`config.mk`:
```
export PLATFORM = sky130hd
export DESIGN_NAME = flag_alu
export DESIGN_NICKNAME = d
export VERILOG_FILES = /design/src/rtl/flag_alu_pkg.sv /design/src/rtl/flag_alu_arith.sv /design/src/rtl/flag_alu_shift.sv /design/src/rtl/flag_alu_ccreg.sv /design/src/rtl/flag_alu_branch.sv /design/src/rtl/flag_alu.sv
export SDC_FILE = /design/constraint.sdc
export NUM_CORES = 1
export LEC_CHECK = 0
export BUFFER_PORTS_ARGS = -buffer_cell sky130_fd_sc_hd__buf_2
export CAP_MARGIN = 20
export CORE_MARGIN = 2
export CORE_UTILIZATION = 25
export DETAILED_ROUTE_END_ITERATION = 10
export GPL_TIMING_DRIVEN = 0
export PLACE_DENSITY_LB_ADDON = 0.15
export SLEW_MARGIN = 10
export SYNTH_ARGS = -nofsm -noshare
export SYNTH_HDL_FRONTEND = slang
export SYNTH_SLANG_ARGS = --single-unit
```
`constraint.sdc`:
```
create_clock -name clk -period 5 [get_ports clk]
set_clock_uncertainty 0.15 [all_clocks]
set_input_delay 0.25 -clock clk [delete_from_list [all_inputs] [get_ports clk]]
set_output_delay 0.25 -clock clk [all_outputs]
set_load 0.005 [all_outputs]
```
`src/rtl/flag_alu_pkg.sv`:
```
package flag_alu_pkg;

   localparam logic [3:0] OP_ADD = 4'd0;
   localparam logic [3:0] OP_SUB = 4'd1;
   localparam logic [3:0] OP_AND = 4'd2;
   localparam logic [3:0] OP_OR  = 4'd3;
   localparam logic [3:0] OP_XOR = 4'd4;
   localparam logic [3:0] OP_SLL = 4'd5;
   localparam logic [3:0] OP_SRL = 4'd6;
   localparam logic [3:0] OP_SRA = 4'd7;
   localparam logic [3:0] OP_INC = 4'd8;
   localparam logic [3:0] OP_DEC = 4'd9;
   localparam logic [3:0] OP_CMP = 4'd10;
   localparam logic [3:0] OP_LAST = OP_CMP;

   localparam logic [2:0] BR_EQ = 3'd0;
   localparam logic [2:0] BR_NE = 3'd1;
   localparam logic [2:0] BR_LT = 3'd2;
   localparam logic [2:0] BR_LE = 3'd3;
   localparam logic [2:0] BR_GT = 3'd4;
   localparam logic [2:0] BR_GE = 3'd5;

   localparam logic [1:0] AR_ADD = 2'd0;
   localparam logic [1:0] AR_SUB = 2'd1;
   localparam logic [1:0] AR_INC = 2'd2;
   localparam logic [1:0] AR_DEC = 2'd3;

   localparam logic [1:0] SH_LEFT  = 2'd0;
   localparam logic [1:0] SH_RLOG  = 2'd1;
   localparam logic [1:0] SH_RARI  = 2'd2;

   typedef enum logic [1:0] {
      CY_ARITH,
      CY_CLEAR,
      CY_SHIFT,
      CY_KEEP
   } carry_src_e;

   typedef struct packed {
      logic ovf;
      logic par;
      logic cy;
      logic zero;
      logic sign;
   } cc_t;

   function automatic logic code_is_legal(input logic [3:0] code);
      return code <= OP_LAST;
   endfunction

endpackage

```
`src/rtl/flag_alu_arith.sv`:
```
module flag_alu_arith
   import flag_alu_pkg::*;
#(
   parameter int W = 32
) (
   input  logic [W-1:0] a,
   input  logic [W-1:0] b,
   input  logic [1:0]   mode,
   output logic [W-1:0] sum,
   output logic         carry,
   output logic         ovf
);

   logic [W-1:0] b_eff;
   logic         cin;
   logic [W:0]   ext;

   always_comb begin
      case (mode)
         AR_SUB:  begin b_eff = ~b;        cin = 1'b1; end
         AR_INC:  begin b_eff = '0;        cin = 1'b1; end
         AR_DEC:  begin b_eff = '1;        cin = 1'b0; end
         default: begin b_eff = b;         cin = 1'b0; end
      endcase
   end

   assign ext   = {1'b0, a} + {1'b0, b_eff} + {{W{1'b0}}, cin};
   assign sum   = ext[W-1:0];
   // subtraction reports a borrow rather than the raw carry out
   assign carry = (mode == AR_SUB) ? ~ext[W] : ext[W];
   assign ovf   = (a[W-1] == b_eff[W-1]) && (sum[W-1] != a[W-1]);

endmodule

```
`src/rtl/flag_alu_shift.sv`:
```
module flag_alu_shift
   import flag_alu_pkg::*;
#(
   parameter int W      = 32,
   parameter bit BARREL = 1'b1,
   localparam int SH_W  = $clog2(W)
) (
   input  logic [W-1:0]    a,
   input  logic [SH_W-1:0] amt,
   input  logic [1:0]      kind,
   output logic [W-1:0]    res,
   output logic            cout,
   output logic            moved
);

   // Each side is one bit wider than the operand: the extra bit
   // catches the last bit that falls off the end.
   logic [W:0] left_v;
   logic [W:0] right_v;
   logic       fill;

   assign fill = (kind == SH_RARI) && a[W-1];

   generate
      if (BARREL) begin : g_barrel
         for (genvar k = 0; k < SH_W; k++) begin : stg
            localparam int STEP = 1 << k;
            logic [W:0] l_in, l_out, r_in, r_out;
            if (k == 0) begin : g_first
               assign l_in = {1'b0, a};
               assign r_in = {a, 1'b0};
            end else begin : g_next
               assign l_in = stg[k-1].l_out;
               assign r_in = stg[k-1].r_out;
            end
            assign l_out = amt[k] ? {l_in[W-STEP:0], {STEP{1'b0}}} : l_in;
            assign r_out = amt[k] ? {{STEP{fill}}, r_in[W:STEP]} : r_in;
         end
         assign left_v  = stg[SH_W-1].l_out;
         assign right_v = stg[SH_W-1].r_out;
      end else begin : g_operator
         logic signed [W:0] r_signed;
         assign left_v   = {1'b0, a} << amt;
         assign r_signed = $signed({a, 1'b0}) >>> amt;
         assign right_v  = (kind == SH_RARI) ? $unsigned(r_signed)
                                             : ({a, 1'b0} >> amt);
      end
   endgenerate

   assign res   = (kind == SH_LEFT) ? left_v[W-1:0] : right_v[W:1];
   assign cout  = (kind == SH_LEFT) ? left_v[W] : right_v[0];
   assign moved = (amt != '0);

endmodule

```
`src/rtl/flag_alu_ccreg.sv`:
```
module flag_alu_ccreg
   import flag_alu_pkg::*;
#(
   parameter int W     = 32,
   parameter int PAR_W = 8
) (
   input  logic         clk,
   input  logic         rst_n,
   input  logic         upd,
   input  logic [W-1:0] result,
   input  logic         cy_next,
   input  logic         ovf_next,
   output cc_t          flags_q
);

   cc_t  nxt;
   logic even_ones;

   generate
      if (PAR_W == 1) begin : g_par_bit
         assign even_ones = ~result[0];
      end else begin : g_par_tree
         assign even_ones = ~^result[PAR_W-1:0];
      end
   endgenerate

   always_comb begin
      nxt.sign = result[W-1];
      nxt.zero = (result == '0);
      nxt.cy   = cy_next;
      nxt.ovf  = ovf_next;
      nxt.par  = even_ones;
   end

   always_ff @(posedge clk or negedge rst_n) begin
      if (!rst_n)   flags_q <= '0;
      else if (upd) flags_q <= nxt;
   end

   assert_flags_hold_R9: assert property (@(posedge clk) disable iff (!rst_n)
      !upd |=> $stable(flags_q));

   assert_zero_flag_R2: assert property (@(posedge clk) disable iff (!rst_n)
      upd |=> (flags_q.zero == ($past(result) == '0)));

   assert_parity_flag_R2: assert property (@(posedge clk) disable iff (!rst_n)
      upd |=> (flags_q.par == !$countones($past(result[PAR_W-1:0]))[0]) ||
              (flags_q.par == ($countones($past(result[PAR_W-1:0])) % 2 == 0)));

endmodule

```
`src/rtl/flag_alu_branch.sv`:
```
module flag_alu_branch
   import flag_alu_pkg::*;
(
   input  cc_t        flags,
   input  logic [2:0] cond,
   output logic       taken
);

   logic less;
   logic less_eq;

   assign less    = flags.sign ^ flags.ovf;
   assign less_eq = less | flags.zero;

   always_comb begin
      case (cond)
         BR_EQ:   taken = flags.zero;
         BR_NE:   taken = ~flags.zero;
         BR_LT:   taken = less;
         BR_LE:   taken = less_eq;
         BR_GT:   taken = ~less_eq;
         BR_GE:   taken = ~less;
         default: taken = 1'b0;
      endcase
   end

   always_comb begin
      if (cond > BR_GE) assert_reserved_cond_R8: assert (!taken);
   end

endmodule

```
`src/rtl/flag_alu.sv`:
```
module flag_alu
   import flag_alu_pkg::*;
#(
   parameter int DATA_W       = 32,
   parameter int PARITY_W     = 8,
   parameter bit BARREL_SHIFT = 1'b1,
   localparam int SH_W        = $clog2(DATA_W)
) (
   input  logic              clk,
   input  logic              rst_n,
   input  logic              op_valid,
   input  logic [3:0]        op_code,
   input  logic [DATA_W-1:0] op_a,
   input  logic [DATA_W-1:0] op_b,
   input  logic [2:0]        br_cond,
   output logic [DATA_W-1:0] res_data,
   output logic              res_write,
   output logic              br_taken,
   output logic              flag_sign,
   output logic              flag_zero,
   output logic              flag_carry,
   output logic              flag_ovf,
   output logic              flag_parity
);

   initial begin
      assert_width_pow2: assert (DATA_W >= 8 && (DATA_W & (DATA_W - 1)) == 0)
         else $error("DATA_W must be a power of two of at least 8");
      assert_parity_span: assert (PARITY_W >= 1 && PARITY_W <= DATA_W)
         else $error("PARITY_W must lie between 1 and DATA_W");
   end

   cc_t               flags_q;
   logic [1:0]        ar_mode;
   logic [1:0]        sh_kind;
   logic [DATA_W-1:0] ar_sum, sh_res, lg_res, result;
   logic              ar_carry, ar_ovf, sh_cout, sh_moved;
   logic              use_ar, use_sh, legal, upd;
   carry_src_e        cy_src;
   logic              cy_next, ovf_next;

   always_comb begin
      ar_mode = AR_ADD;
      sh_kind = SH_LEFT;
      lg_res  = '0;
      use_ar  = 1'b0;
      use_sh  = 1'b0;
      cy_src  = CY_KEEP;
      case (op_code)
         OP_ADD: begin ar_mode = AR_ADD; use_ar = 1'b1; cy_src = CY_ARITH; end
         OP_SUB,
         OP_CMP: begin ar_mode = AR_SUB; use_ar = 1'b1; cy_src = CY_ARITH; end
         OP_INC: begin ar_mode = AR_INC; use_ar = 1'b1; cy_src = CY_KEEP;  end
         OP_DEC: begin ar_mode = AR_DEC; use_ar = 1'b1; cy_src = CY_KEEP;  end
         OP_AND: begin lg_res = op_a & op_b; cy_src = CY_CLEAR; end
         OP_OR:  begin lg_res = op_a | op_b; cy_src = CY_CLEAR; end
         OP_XOR: begin lg_res = op_a ^ op_b; cy_src = CY_CLEAR; end
         OP_SLL: begin sh_kind = SH_LEFT; use_sh = 1'b1; cy_src = CY_SHIFT; end
         OP_SRL: begin sh_kind = SH_RLOG; use_sh = 1'b1; cy_src = CY_SHIFT; end
         OP_SRA: begin sh_kind = SH_RARI; use_sh = 1'b1; cy_src = CY_SHIFT; end
         default: ;
      endcase
   end

   flag_alu_arith #(.W(DATA_W)) u_arith (
      .a     (op_a),
      .b     (op_b),
      .mode  (ar_mode),
      .sum   (ar_sum),
      .carry (ar_carry),
      .ovf   (ar_ovf)
   );

   flag_alu_shift #(.W(DATA_W), .BARREL(BARREL_SHIFT)) u_shift (
      .a     (op_a),
      .amt   (op_b[SH_W-1:0]),
      .kind  (sh_kind),
      .res   (sh_res),
      .cout  (sh_cout),
      .moved (sh_moved)
   );

   assign result = use_ar ? ar_sum : (use_sh ? sh_res : lg_res);

   always_comb begin
      case (cy_src)
         CY_ARITH: cy_next = ar_carry;
         CY_CLEAR: cy_next = 1'b0;
         CY_SHIFT: cy_next = sh_moved ? sh_cout : flags_q.cy;
         default:  cy_next = flags_q.cy;
      endcase
   end

   assign ovf_next = use_ar & ar_ovf;
   assign legal    = code_is_legal(op_code);
   assign upd      = op_valid & legal;

   flag_alu_ccreg #(.W(DATA_W), .PAR_W(PARITY_W)) u_ccreg (
      .clk      (clk),
      .rst_n    (rst_n),
      .upd      (upd),
      .result   (result),
      .cy_next  (cy_next),
      .ovf_next (ovf_next),
      .flags_q  (flags_q)
   );

   flag_alu_branch u_branch (
      .flags (flags_q),
      .cond  (br_cond),
      .taken (br_taken)
   );

   assign res_data    = result;
   assign res_write   = upd && (op_code != OP_CMP);
   assign flag_sign   = flags_q.sign;
   assign flag_zero   = flags_q.zero;
   assign flag_carry  = flags_q.cy;
   assign flag_ovf    = flags_q.ovf;
   assign flag_parity = flags_q.par;

   assert_cmp_nowrite_R4: assert property (@(posedge clk) disable iff (!rst_n)
      (op_valid && op_code == OP_CMP) |-> !res_write);

   assert_carry_kept_R6: assert property (@(posedge clk) disable iff (!rst_n)
      (op_valid && (op_code == OP_INC || op_code == OP_DEC))
      |=> (flag_carry == $past(flag_carry)));

   assert_logic_clear_R5: assert property (@(posedge clk) disable iff (!rst_n)
      (op_valid && (op_code == OP_AND || op_code == OP_OR || op_code == OP_XOR))
      |=> (!flag_carry && !flag_ovf));

   assert_reserved_idle_R9: assert property (@(posedge clk) disable iff (!rst_n)
      (op_code > OP_LAST) |-> (res_data == '0 && !res_write));

   assert_shift_ovf_R7: assert property (@(posedge clk) disable iff (!rst_n)
      (op_valid && op_code >= OP_SLL && op_code <= OP_SRA) |=> !flag_ovf);

endmodule

```
==> out/qor.txt <==
================================================================================
Total I/O pin count                                                          113
Largest registers                                                   u_ccreg.flags_q x5
Power per cell area                                                  160 nW/um^2
Kind of end point of the critical path                                  register
Total Die Area                                                        39400 um^2
Number of H-tree levels                                                        1
Wire length after detailed routing                                      61000 um
Number of flops mapped to enable cells by yosys                                0
Average vias per placed instance                                            6.19
Max Transition Viols Final                                                     0
Worst flop-to-flop path endpoint                                    u_ccreg.flags_q[0]
Ranking of synthesized cells by area                                mux4_2 15%, ha_1 14%, a21oi_1 5.6%
Synth unique cells                                                            86
Number of antenna violations at the first check in global routing              1
Top flip-flop cell by instance count after synthesis                     dfrtp_1
Seq/Total Area, Yosys                                                     0.0132
Die Span X                                                                199 um
Worst stage delay on the critical path                                   0.44 ns
Post-Synthesis Mean Instance Area                                      7.25 um^2
Iteration count of the initial detailed-routing pass                           5
Largest reg by FF count                                             u_ccreg.flags_q
Ys async rst share                                                          1.00
Largest register FFs                                                           5
Area post-placement                                                   10700 um^2
Number of global-route vias before repair                                  11400
Core ar.                                                              37500 um^2
Clock tree from TritonCTS                                                   done
Post-placement worst setup slack                                        -2.22 ns
Failing checks                                                      negative setup slack
R2R Setup Slk                                                            4.07 ns
Number of warnings printed during yosys synthesis                              0
Launching point of the worst reg2reg path                           u_ccreg.flags_q[0]
Number of DRC markers in iteration 0                                        1421
Crit start category                                                 primary input
Worst vdd ir                                                          0.000152 V
Worst Hold Class                                                    primary input to asynchronous set/reset pin
Total via count after detailed routing                                     12100
Buf+Inv Stages, Crit Path                                                      7
Wire length of the first global-routing pass                            85000 um
Skew-Pair Late Insertion Delay                                           0.23 ns
Site Rows                                                                     71
Worst hold slack across all endpoints                                   0.229 ns
Minimum setup slack in the final design                                -0.196 ns
Data arrival time of the critical path                                   5.20 ns
Area growth, synth to finish                                               23.8%
Slowest-stage cell, CP                                                     or4_4
Class of the most critical setup path                               primary input to register
P_leak                                                                   4.83 nW
Final global-route overflow total                                              0
Highest clock rate                                                     0.192 GHz
Count of endpoints failing setup in the final report                           1
Leading cell type in the layout, fill and taps excluded                    buf_2
Min cycle time layout                                                    5.20 ns
Transition time at the pin with the least slew margin                    1.20 ns
Root buffer cell                                                       clkbuf_16
Outcome                                                             complete, but fails checks
Longest Clk Path Bufs                                                          2
Critical path peak fanout                                                     19
Required arrival time at the worst endpoint                              5.00 ns
Number of remaining DRC errors                                                 0
Finished Core Util                                                         0.313
Net Count, Synth                                                            1486
Top Family by Delay on Critical Path                                simple AND/OR/NAND/NOR gates
Number of endpoints with negative hold slack in the final report               0
Final std cell area, no fill                                          11700 um^2
Headroom to the max-slew limit                                             0.195
Final cycle utilization of the critical path                                1.04
Sinks on the clock net                                                         5
Count of buffers inserted at the top-level ports                             112
Cell Chain, Critical Path                                           buf_4, buf_12, buf_8, buf_8, buf_12, buf_6, buf_6, nor2_1, o31a_1, ha_1, a21oi_2, nor3_4, nor2_2, o21bai_1, a21oi_1, xnor2_1, o21ai_1, ha_1, nand4_1, or3_4, or4_4, nor4_4, nand4_1, o21ai_1
Count of mapped cells out of synthesis                                      1305
Die H                                                                     199 um
Starting density of the core                                               0.252
Cell type with the largest total area after synthesis                     mux4_2
Number of nets in the layout                                                1625
Post-synthesis instance area                                           9460 um^2
Dpl hpwl                                                                49900 um
Register bit count reported by yosys                                           5
Cells on worst reg2reg path                                                    1
Max capacitance violation total                                                0
Post-detailed-route count of antenna-violating nets                            0
Unrepaired setup endpoints after global routing                              yes
Pin count of the biggest net entering global routing                          20
Final weighted congestion in routability-driven placement                   1.06
CTS buffer count                                                               3
Reg clk slew, reported paths                                             0.03 ns
GR Util All Layers                                                         0.303
Wire length per cell after detailed routing                              31.2 um
Share of layout cells above drive strength 1                               0.256
Most frequent cells in the layout                                   119 x buf_2, 109 x nor2_1, 97 x ha_1
Yosys top cell area share                                                  0.148
================================================================================
==> worst max path at each step <==
stage | from | endpoint | slack (ns) | cells after the start
finish | op_b[1] | u_ccreg.flags_q[1] | -0.20 | 24
global route | op_code[1] | u_ccreg.flags_q[1] | -0.40 | 22
CTS | op_code[1] | u_ccreg.flags_q[1] | -0.13 | 23
detailed placement | op_code[3] | u_ccreg.flags_q[1] | -2.22 | 25
global placement | op_code[3] | u_ccreg.flags_q[1] | -2.15 | 25
floorplan | op_code[3] | u_ccreg.flags_q[1] | 0.03 | 25
==> what timing repair did <==
item | in CTS | in global routing
hold buffers | 1 | 0
gates resized for setup | 164 | 48
pin swaps | 17 | 21
endpoints found under the setup margin | 35 | 8
setup buffers | 18 | 14
endpoints found under the hold margin | 5 | 0
==> through the flow <==
stage                     TNS, ns  power (W)  cells
final                      -0.196    0.00188   1956
after floorplan                 0   0.000961   1305
after detailed placement   -31.25    0.00155   1929
after global placement     -29.08    0.00156   1928
after CTS                  -0.131    0.00178   1946
after global routing       -0.489    0.00199   1954
==> where the power goes <==
part	switching [W]	internal (W)	total (W)
clock	0.0000254	0.000106	0.000131
sequential	0.00000609	0.0000500	0.0000561
combinational	0.00107	0.000627	0.00169
==> synth_stat cells, types with 22 or more instances <==
cell      count
a211oi_1     58
clkbuf_1     90
mux4_2       62
nor3_1       31
nor2_1      110
inv_1        92
a21oi_1     106
mux2i_1      46
nand3_1      22
nand2_1      98
ha_1        105
o21ai_0      63
==> routing by layer <==
layer,GRT usage,vias up,wire length [um]
met5,0,-,0
met4,0.0940,0,2310
met3,0.0287,108,5110
met2,0.490,695,27200
met1,0.426,6049,26300
li1,-,5263,-
==> cells by family after synthesis <==
| kind of cell | Yosys count | share of synthesized area |
|---|---|---|
| adders and majority gates | 107 | 0.143 |
| xor gates and xnor gates | 17 | 0.0157 |
| buffers and inverters | 221 | 0.0924 |
| and+or+nand+nor | 369 | 0.189 |
| DFF | 5 | 0.0132 |
| AOI/OAI and AO/OA | 452 | 0.319 |
| muxes | 134 | 0.227 |
==> final cells by class <==
type | count | area (um^2)
Antenna cell | 2 | 5.00
Inverter | 94 | 369
Multi-Input combinational cell | 1079 | 8860
Buffer | 115 | 798
Sequential cell | 5 | 125
Timing Repair Buffer | 146 | 845
Clock buffer | 4 | 78.8
Tap cell | 511 | 639
Fill cell | 4174 | 25800
(Power assumes the default switching activity.)
